**config.mk**
```make
export PLATFORM = sky130hd
export DESIGN_NAME = colsum_box_filter
export DESIGN_NICKNAME = d
export VERILOG_FILES = /design/src/rtl/boxsum_pkg.sv /design/src/rtl/boxsum_linebuf.sv /design/src/rtl/boxsum_ctrl.sv /design/src/rtl/boxsum_datapath.sv /design/src/rtl/colsum_box_filter.sv
export SDC_FILE = /design/constraint.sdc
export NUM_CORES = 1
export LEC_CHECK = 0
export BUFFER_PORTS_ARGS = -buffer_cell sky130_fd_sc_hd__buf_2
export CELL_PAD_IN_SITES_DETAIL_PLACEMENT = 1
export CELL_PAD_IN_SITES_GLOBAL_PLACEMENT = 2
export CORE_MARGIN = 1.5
export CORE_UTILIZATION = 50
export DETAILED_ROUTE_END_ITERATION = 6
export PLACE_DENSITY_LB_ADDON = 0.1
export SLEW_MARGIN = 10
export SYNTH_ARGS = -nofsm -noshare
export SYNTH_HDL_FRONTEND = slang
export SYNTH_HIERARCHICAL = 1
export SYNTH_SLANG_ARGS = --single-unit
```
**constraint.sdc**
```tcl
create_clock -name clk -period 12.3 [get_ports clk]
set_input_delay 0.615 -clock clk [delete_from_list [all_inputs] [get_ports clk]]
set_output_delay 0.615 -clock clk [all_outputs]
set_load 0.1 [all_outputs]
```
**src/rtl/boxsum_pkg.sv**
```systemverilog
package boxsum_pkg;
  typedef struct packed {
    logic advance;  // a pixel is consumed this cycle
    logic prime;    // column 0: load carried sum only
    logic emit;     // form and register a window sum
  } strobe_t;
endpackage

```
**src/rtl/boxsum_linebuf.sv**
```systemverilog
module boxsum_linebuf #(
  parameter int DEPTH = 16,
  parameter int W     = 8,
  localparam int AW   = $clog2(DEPTH)
) (
  input  logic          clk,
  input  logic          we,
  input  logic [AW-1:0] addr,
  input  logic [W-1:0]  din,
  output logic [W-1:0]  dout
);
  logic [W-1:0] mem [DEPTH];

  // read-before-write: dout carries the value stored one row earlier
  assign dout = mem[addr];

  always_ff @(posedge clk) begin
    if (we) mem[addr] <= din;
  end
endmodule

```
**src/rtl/boxsum_ctrl.sv**
```systemverilog
module boxsum_ctrl
  import boxsum_pkg::*;
#(
  parameter int IMG_W = 16,
  localparam int COL_W = $clog2(IMG_W)
) (
  input  logic             clk,
  input  logic             rstN,
  input  logic             pixValid,
  output logic [COL_W-1:0] colIdx,
  output strobe_t          strobe
);
  localparam logic [COL_W-1:0] LAST_COL = COL_W'(IMG_W - 1);

  logic [COL_W-1:0] colCnt;
  logic [1:0]       rowsFilled;  // saturates at 2

  always_ff @(posedge clk) begin
    if (!rstN) begin
      colCnt     <= '0;
      rowsFilled <= '0;
    end else if (pixValid) begin
      if (colCnt == LAST_COL) begin
        colCnt <= '0;
        if (rowsFilled != 2'd2) rowsFilled <= rowsFilled + 2'd1;
      end else begin
        colCnt <= colCnt + 1'b1;
      end
    end
  end

  always_comb begin
    strobe.advance = pixValid;
    strobe.prime   = pixValid && (colCnt == '0);
    strobe.emit    = pixValid && (colCnt != '0) && (rowsFilled == 2'd2);
  end

  assign colIdx = colCnt;

  AST_ROW_WRAP: assert property (@(posedge clk) disable iff (!rstN)
    (pixValid && colCnt == LAST_COL) |=> (colCnt == '0));

  AST_COL_STEP: assert property (@(posedge clk) disable iff (!rstN)
    (pixValid && colCnt != LAST_COL) |=> (colCnt == $past(colCnt) + 1'b1));

  AST_STALL_HOLD: assert property (@(posedge clk) disable iff (!rstN)
    !pixValid |=> $stable(colCnt));

  AST_COL_RANGE: assert property (@(posedge clk) disable iff (!rstN)
    colCnt <= LAST_COL);
endmodule

```
**src/rtl/boxsum_datapath.sv**
```systemverilog
module boxsum_datapath
  import boxsum_pkg::*;
#(
  parameter int IMG_W = 16,
  parameter int PIX_W = 8,
  parameter int ROWS  = 3,
  localparam int COL_W = $clog2(IMG_W),
  localparam int SUM_W = PIX_W + $clog2(2 * ROWS)
) (
  input  logic             clk,
  input  logic             rstN,
  input  strobe_t          strobe,
  input  logic [COL_W-1:0] colIdx,
  input  logic [PIX_W-1:0] pixData,
  output logic             sumValid,
  output logic [SUM_W-1:0] sumData
);
  localparam int MAX_SUM = 2 * ROWS * ((1 << PIX_W) - 1);

  // tap[0] = current row, tap[k] = row k lines above
  logic [PIX_W-1:0] tap [ROWS];
  assign tap[0] = pixData;

  for (genvar k = 0; k < ROWS - 1; k++) begin : g_line
    boxsum_linebuf #(.DEPTH(IMG_W), .W(PIX_W)) u_lb (
      .clk (clk),
      .we  (strobe.advance),
      .addr(colIdx),
      .din (tap[k]),
      .dout(tap[k+1])
    );
  end

  logic [SUM_W-1:0] colSum;
  logic [SUM_W-1:0] carrySum;

  always_comb begin
    colSum = '0;
    for (int k = 0; k < ROWS; k++) colSum = colSum + SUM_W'(tap[k]);
  end

  always_ff @(posedge clk) begin
    if (!rstN) begin
      carrySum <= '0;
      sumValid <= 1'b0;
      sumData  <= '0;
    end else begin
      sumValid <= strobe.emit;
      if (strobe.advance) carrySum <= colSum;  // prime or reuse
      if (strobe.emit)    sumData  <= carrySum + colSum;
    end
  end

  AST_SUM_BOUND: assert property (@(posedge clk) disable iff (!rstN)
    sumValid |-> (int'(sumData) <= MAX_SUM));

  AST_OUT_AFTER_IN: assert property (@(posedge clk) disable iff (!rstN)
    !strobe.advance |=> !sumValid);

  AST_NO_PRIME_OUT: assert property (@(posedge clk) disable iff (!rstN)
    strobe.prime |=> !sumValid);
endmodule

```
**src/rtl/colsum_box_filter.sv**
```systemverilog
module colsum_box_filter
  import boxsum_pkg::*;
#(
  parameter int IMG_W = 16,
  localparam int PIX_W = 8,
  localparam int COL_W = $clog2(IMG_W),
  localparam int SUM_W = PIX_W + 3
) (
  input  logic             clk,
  input  logic             rstN,
  input  logic             pixValid,
  input  logic [PIX_W-1:0] pixData,
  output logic             sumValid,
  output logic [SUM_W-1:0] sumData
);
  strobe_t          strobe;
  logic [COL_W-1:0] colIdx;

  boxsum_ctrl #(.IMG_W(IMG_W)) u_ctrl (
    .clk     (clk),
    .rstN    (rstN),
    .pixValid(pixValid),
    .colIdx  (colIdx),
    .strobe  (strobe)
  );

  boxsum_datapath #(.IMG_W(IMG_W), .PIX_W(PIX_W), .ROWS(3)) u_dp (
    .clk     (clk),
    .rstN    (rstN),
    .strobe  (strobe),
    .colIdx  (colIdx),
    .pixData (pixData),
    .sumValid(sumValid),
    .sumData (sumData)
  );

  AST_RESET_QUIET: assert property (@(posedge clk)
    !rstN |=> !sumValid);
endmodule

```
## Word level (Yosys, flattened, before mapping)

Memory sizes are Yosys's and may differ from the RTL's. A register that Yosys moved wholly into a read port is not among the register bits.
Index checks and enable logic that the tools add are counted.

- Input port bits: 11
- Memories: 2
- Flip-flop bits (word level): 29
- RAM bits: 256
- Output and inout port bits: 12
- Word-level logic and storage cells: 26

- Add/sub/neg operators: 5
- Reduce and logical (&&, ||, !) cells: 4
- Multiplexer cells: 7
- Equality and inequality tests: 3

Memory list:

| name | depth | bits a word | read ports | clocked after memory_dff | write ports | RTL line | source |
|---|---|---|---|---|---|---|---|
| u_dp.g_line[0].u_lb.mem | 16 | 8 | 1 | 1 | 1 | boxsum_linebuf.sv:12 | `logic [W-1:0] mem [DEPTH];` |
| u_dp.g_line[1].u_lb.mem | 16 | 8 | 1 | 1 | 1 | boxsum_linebuf.sv:12 |  |

Operator list:

| cell | count |
|---|---|
| $mux W4 | 5 |
| $add A11 B11 Y11 | 1 |
| $add A11 B8 Y11 | 1 |
| $add A8 B8 Y9 | 1 |
| $add A4 B1 Y4 const B | 1 |
| $eq A4 B4 Y1 const B | 1 |
| $reduce_bool A4 Y1 | 1 |
| $reduce_and A3 Y1 | 1 |
| $add A2 B1 Y2 const B | 1 |
| $eq A2 B2 Y1 const B | 1 |
| $logic_and A1 B1 Y1 | 2 |
| $mux W1 | 2 |
| $ne A2 B2 Y1 const B | 1 |

## Longest topological paths before layout

- Depth in word-level cells: 4
- Mapped depth: 21
- Mapped depth without buffers: 19

## Hierarchy

Netlist, hierarchy kept.

Modules (own cells, without submodules):

| module | cells an instance | area each (um^2) | seq. area each (um^2) | times used |
|---|---|---|---|---|
| boxsum_linebuf | 222 | 4,907.2 | 3,843.7 | 2 |
| boxsum_datapath | 179 | 1,724.2 | 440.4 | 1 |
| boxsum_ctrl | 39 | 349.1 | 120.1 | 1 |

## Least setup slack after synthesis

No wires, ideal clock.

- Path kind: register -> register
- Start point: register u_ctrl.colCnt[0] (netlist: u_ctrl/colIdx[0])
- End point: register u_dp.sumData[10]
- Clock period less this slack: 4.616 ns
- Path buffers: 1
- Stages on the path, launching flop included: 21
- Path slack: 7.684 ns
- Data arrival time: 4.479 ns
- Library setup time: 0.137 ns
- Cells stage by stage: dfxtp_1 -> buf_2 -> mux4_2 -> a22oi_1 -> nand2_1 -> inv_1 -> fa_1 -> inv_1 -> ha_1 -> inv_1 -> fa_1 -> nand2b_1 -> a21oi_1 -> nor2_1 -> xnor2_1 -> ha_1 -> a21o_1 -> a31o_2 -> a21oi_1 -> nand2b_1 -> a31oi_1

- Cells in the longest elaborated chain, start to end: 3

Ends and longest elaborated chain:

| what | RTL line | source |
|---|---|---|
| start, declared | boxsum_ctrl.sv:15 | `logic [COL_W-1:0] colCnt;` |
| start signal, assigned | boxsum_ctrl.sv:27 | `colCnt <= colCnt + 1'b1;` |
| $reduce_bool A4 Y1 | boxsum_ctrl.sv:35 | `strobe.emit = pixValid && (colCnt != '0) && (rowsFilled == 2'd2);` |
| $logic_and A1 B1 Y1 (2 in a row) | boxsum_ctrl.sv:35 |  |
| end signal, assigned | boxsum_datapath.sv:50 | `if (strobe.emit) sumData <= carrySum + colSum;` |
| end, declared | boxsum_datapath.sv:16 | `output logic [SUM_W-1:0] sumData` |

Every way passes these cells.
A chain may end at the register's enable or synchronous reset.

## Worst setup path in the final report

Ends and elaborated chain as after synthesis.

==> flow_summary.yaml <==
sta:
  worst_pin_slew_ps: 1180
  setup_viol: 0
  grt_setup_unrepaired: "no"
  setup_slack_ps: 6510
  relSlewSlack_pct: 20.9
  hold_viol: 0
  tns_ps: 0
  period_share_pct: 47.1
  fin_crit_ps: 5790
  finalClockSkew_ps: 12.1
  finalMaxSlewViolations: 0
  fmax_ghz: 0.173
floorplanning:
  core-area_mm2: 0.0234
  rows: 56
  dieWidth_um: 157
  initial_utilization_pct: 50.8
  die_h_um: 157
  die-area_mm2: 0.0247
  ioPinCount: 23
status:
  outcome: "completed"
clock_network:
  cts_tree: "yes"
  post_cts_buffers: 0
  cts_buffer_depth: 3
  cts_hold_buf: 0
  clkTransAtPathRegs_ps: 60
  insertion_delay_ps: 550
  clock-root-buffer: "clkbuf_16"
  cts_sinks: 284
  htreeDepth: 1
  ctsResizeCount: 0
  numCtsBuffers: 29
logic_synthesis:
  yosys_warnings: 6
  syn_nets: 703
  syn-cell-area_mm2: 0.0119
  syn_inst: 661
  avgSynthCellArea_um2: 18.0
critical_path:
  critical_path_required_ps: 12670
  path_max_fanout: 52
  slowest_delay_ps: 790
  r2r.worst_path.cells: 20
  worstPathArrival_ps: 6160
  crit_path_cell_trace: "buf_4 -> mux4_2 -> a22oi_1 -> nand2_1 -> inv_1 -> fa_1 -> inv_1 -> ha_1 -> inv_1 -> fa_1 -> nand2b_1 -> a21oi_1 -> nor2_1 -> xnor2_1 -> ha_1 -> a21o_1 -> a31o_2 -> a21oi_1 -> nand2b_1 -> a31oi_1"
  end_kind: "flop"
  crit_top_cell: "inv_1"
  startpoint_type: "flop"
  cp_top_family: "adder cells"
  worstSetupPathType: "flop to flop"
  path_depth: 20
  cp_num_buf_inv: 4
  crit_slowest_cell: "buf_4"
final_layout:
  design.final.nets: 734
  nFillCells: 2128
  diodes: 0
  multi_input_area_mm2: 0.00342
  area_growth_pct: 10.8
  final_layout_size_suffix_gt1_share_pct: 21.6
  finalNonFillerCells: 1032
  seq_area_mm2: 0.00826
power_and_ir_drop:
  clkPwrFrac_pct: 34.8
  seq_power_share_pct: 47.8
  combPwrFrac_pct: 17.4
  power_density_mw_per_mm2: 174
  switching_power_w: 0.000597
  leakage_nw: 4.34
  ir_drop_uv: 145
  p_int_w: 0.00170
  swShare_pct: 26.0
drt:
  via_per_inst: 5.93
  num_vias: 6120
  drc_errors: 0
  drt_pass1_iterations: 4
  antenna_left: 0
  routedWlPerCell_um: 24.6
  drtIter0Drc: 571
  drt-total-wl_um: 25300
worst_hold_path:
  hp-class: "flop to flop"
  holdPathStages: 2
place:
  io_buffers: 22
  post-dp-hpwl_um: 16000
  place_congestion: 0.755
  dp_slack_ps: 6520
  dp.cells: 980
global_routing:
  grt_pass1_vias: 6462
  met3_usage_pct: 2.73
  top_usage_layer: "met2"
  track_usage_pct: 21.4
  grt_max_degree: 59
  grt.overflow.total: 0
  grt_pass1_wl_um: 38500
  grt.met2_usage_pct: 35.1
  antenna_found_initial: 0
  grt_use_met1_pct: 30.3
flow_run:
  cap_violations: 0
## power groups by stage
stage / Sequential, W / Clock [W] / Combinational [W]
5_1_grt: 0.00110 / 0.000849 / 0.000444
2_1_floorplan: 0.00111 / 0 / 0.000304
3_5_place_dp: 0.00112 / 0 / 0.000403
3_3_place_gp: 0.00112 / 0 / 0.000393
6_report: 0.00110 / 0.000799 / 0.000401
4_1_cts: 0.00110 / 0.000817 / 0.000407
## cell type report
type / instances / area share (%)
clock buffer: 33 / 5.62
clock inverter: 19 / 0.893
tap: 319 / 3.03
sequential: 284 / 62.7
multi-input combinational: 329 / 25.9
timing repair buffer: 31 / 1.35
inverter: 17 / 0.485
## worst min-delay path: stages, from the launching register on
cell and delay (ps):
dfxtp_1 310, nand2_1 60, mux2i_1 50
## sequential cells by signal, summed over array words and instances, names as in the netlist
| name | count |
|---|---|
| u_dp/sumValid | 1 |
| u_ctrl/colIdx | 4 |
| u_dp/g_line.u_lb/mem | 256 |
| u_dp/carrySum | 10 |
| u_dp/sumData | 11 |
| u_ctrl/rowsFilled | 2 |
## through the flow
stage | power, W | cell area [µm²] | utilization (%) | hold WS (ps)
2_1_floorplan | 0.00141 | 11900 | - | 435
3_3_place_gp | 0.00151 | 12300 | 52.6 | 444
4_1_cts | 0.00232 | 13200 | 56.3 | 458
3_5_place_dp | 0.00152 | 12300 | 52.6 | 473
6_report | 0.00230 | 13200 | 56.3 | 474
5_1_grt | 0.00239 | 13200 | 56.3 | 479
## placed cells by master, fill, tap and decap left out, types with 6 or more instances in the layout
master / instances
dfxtp_1: 26
o211ai_1: 6
clkbuf_16: 29
nand2b_1: 9
edfxtp_1: 256
xnor2_1: 9
nor2_1: 33
nand3b_1: 12
clkinv_1: 10
inv_1: 17
buf_2: 22
fa_1: 10
a21oi_1: 10
nand2_1: 32
nand3_1: 8
buf_4: 9
mux4_2: 64
mux2i_1: 12
a22oi_1: 32
nor2b_1: 14
ha_1: 21
nor3_1: 7
## path summary, 6_finish.rpt
kind,slack (ps),to,from
worst max-delay path,6510,u_dp/sumData[10]$_SDFFE_PN0P_,u_ctrl/colIdx[0]$_SDFFE_PN0P_
worst min-delay path,470,u_ctrl/rowsFilled[1]$_SDFFE_PN0P_,u_ctrl/rowsFilled[1]$_SDFFE_PN0P_
worst max register to register,6510,u_dp/sumData[10]$_SDFFE_PN0P_,u_ctrl/colIdx[0]$_SDFFE_PN0P_
worst min register to register,470,u_ctrl/rowsFilled[1]$_SDFFE_PN0P_,u_ctrl/rowsFilled[1]$_SDFFE_PN0P_
## metal layers
metal  share of wire (%)  routed length, µm  vias to the layer above
met5                   0                  0                        -
met4                 2.7                690                        0
met3                 3.8                965                       47
met2                  49              12300                      160
met1                  45              11400                     3202
li1                    -                  -                     2711
No activity file was read; power rests on OpenSTA's default activity.
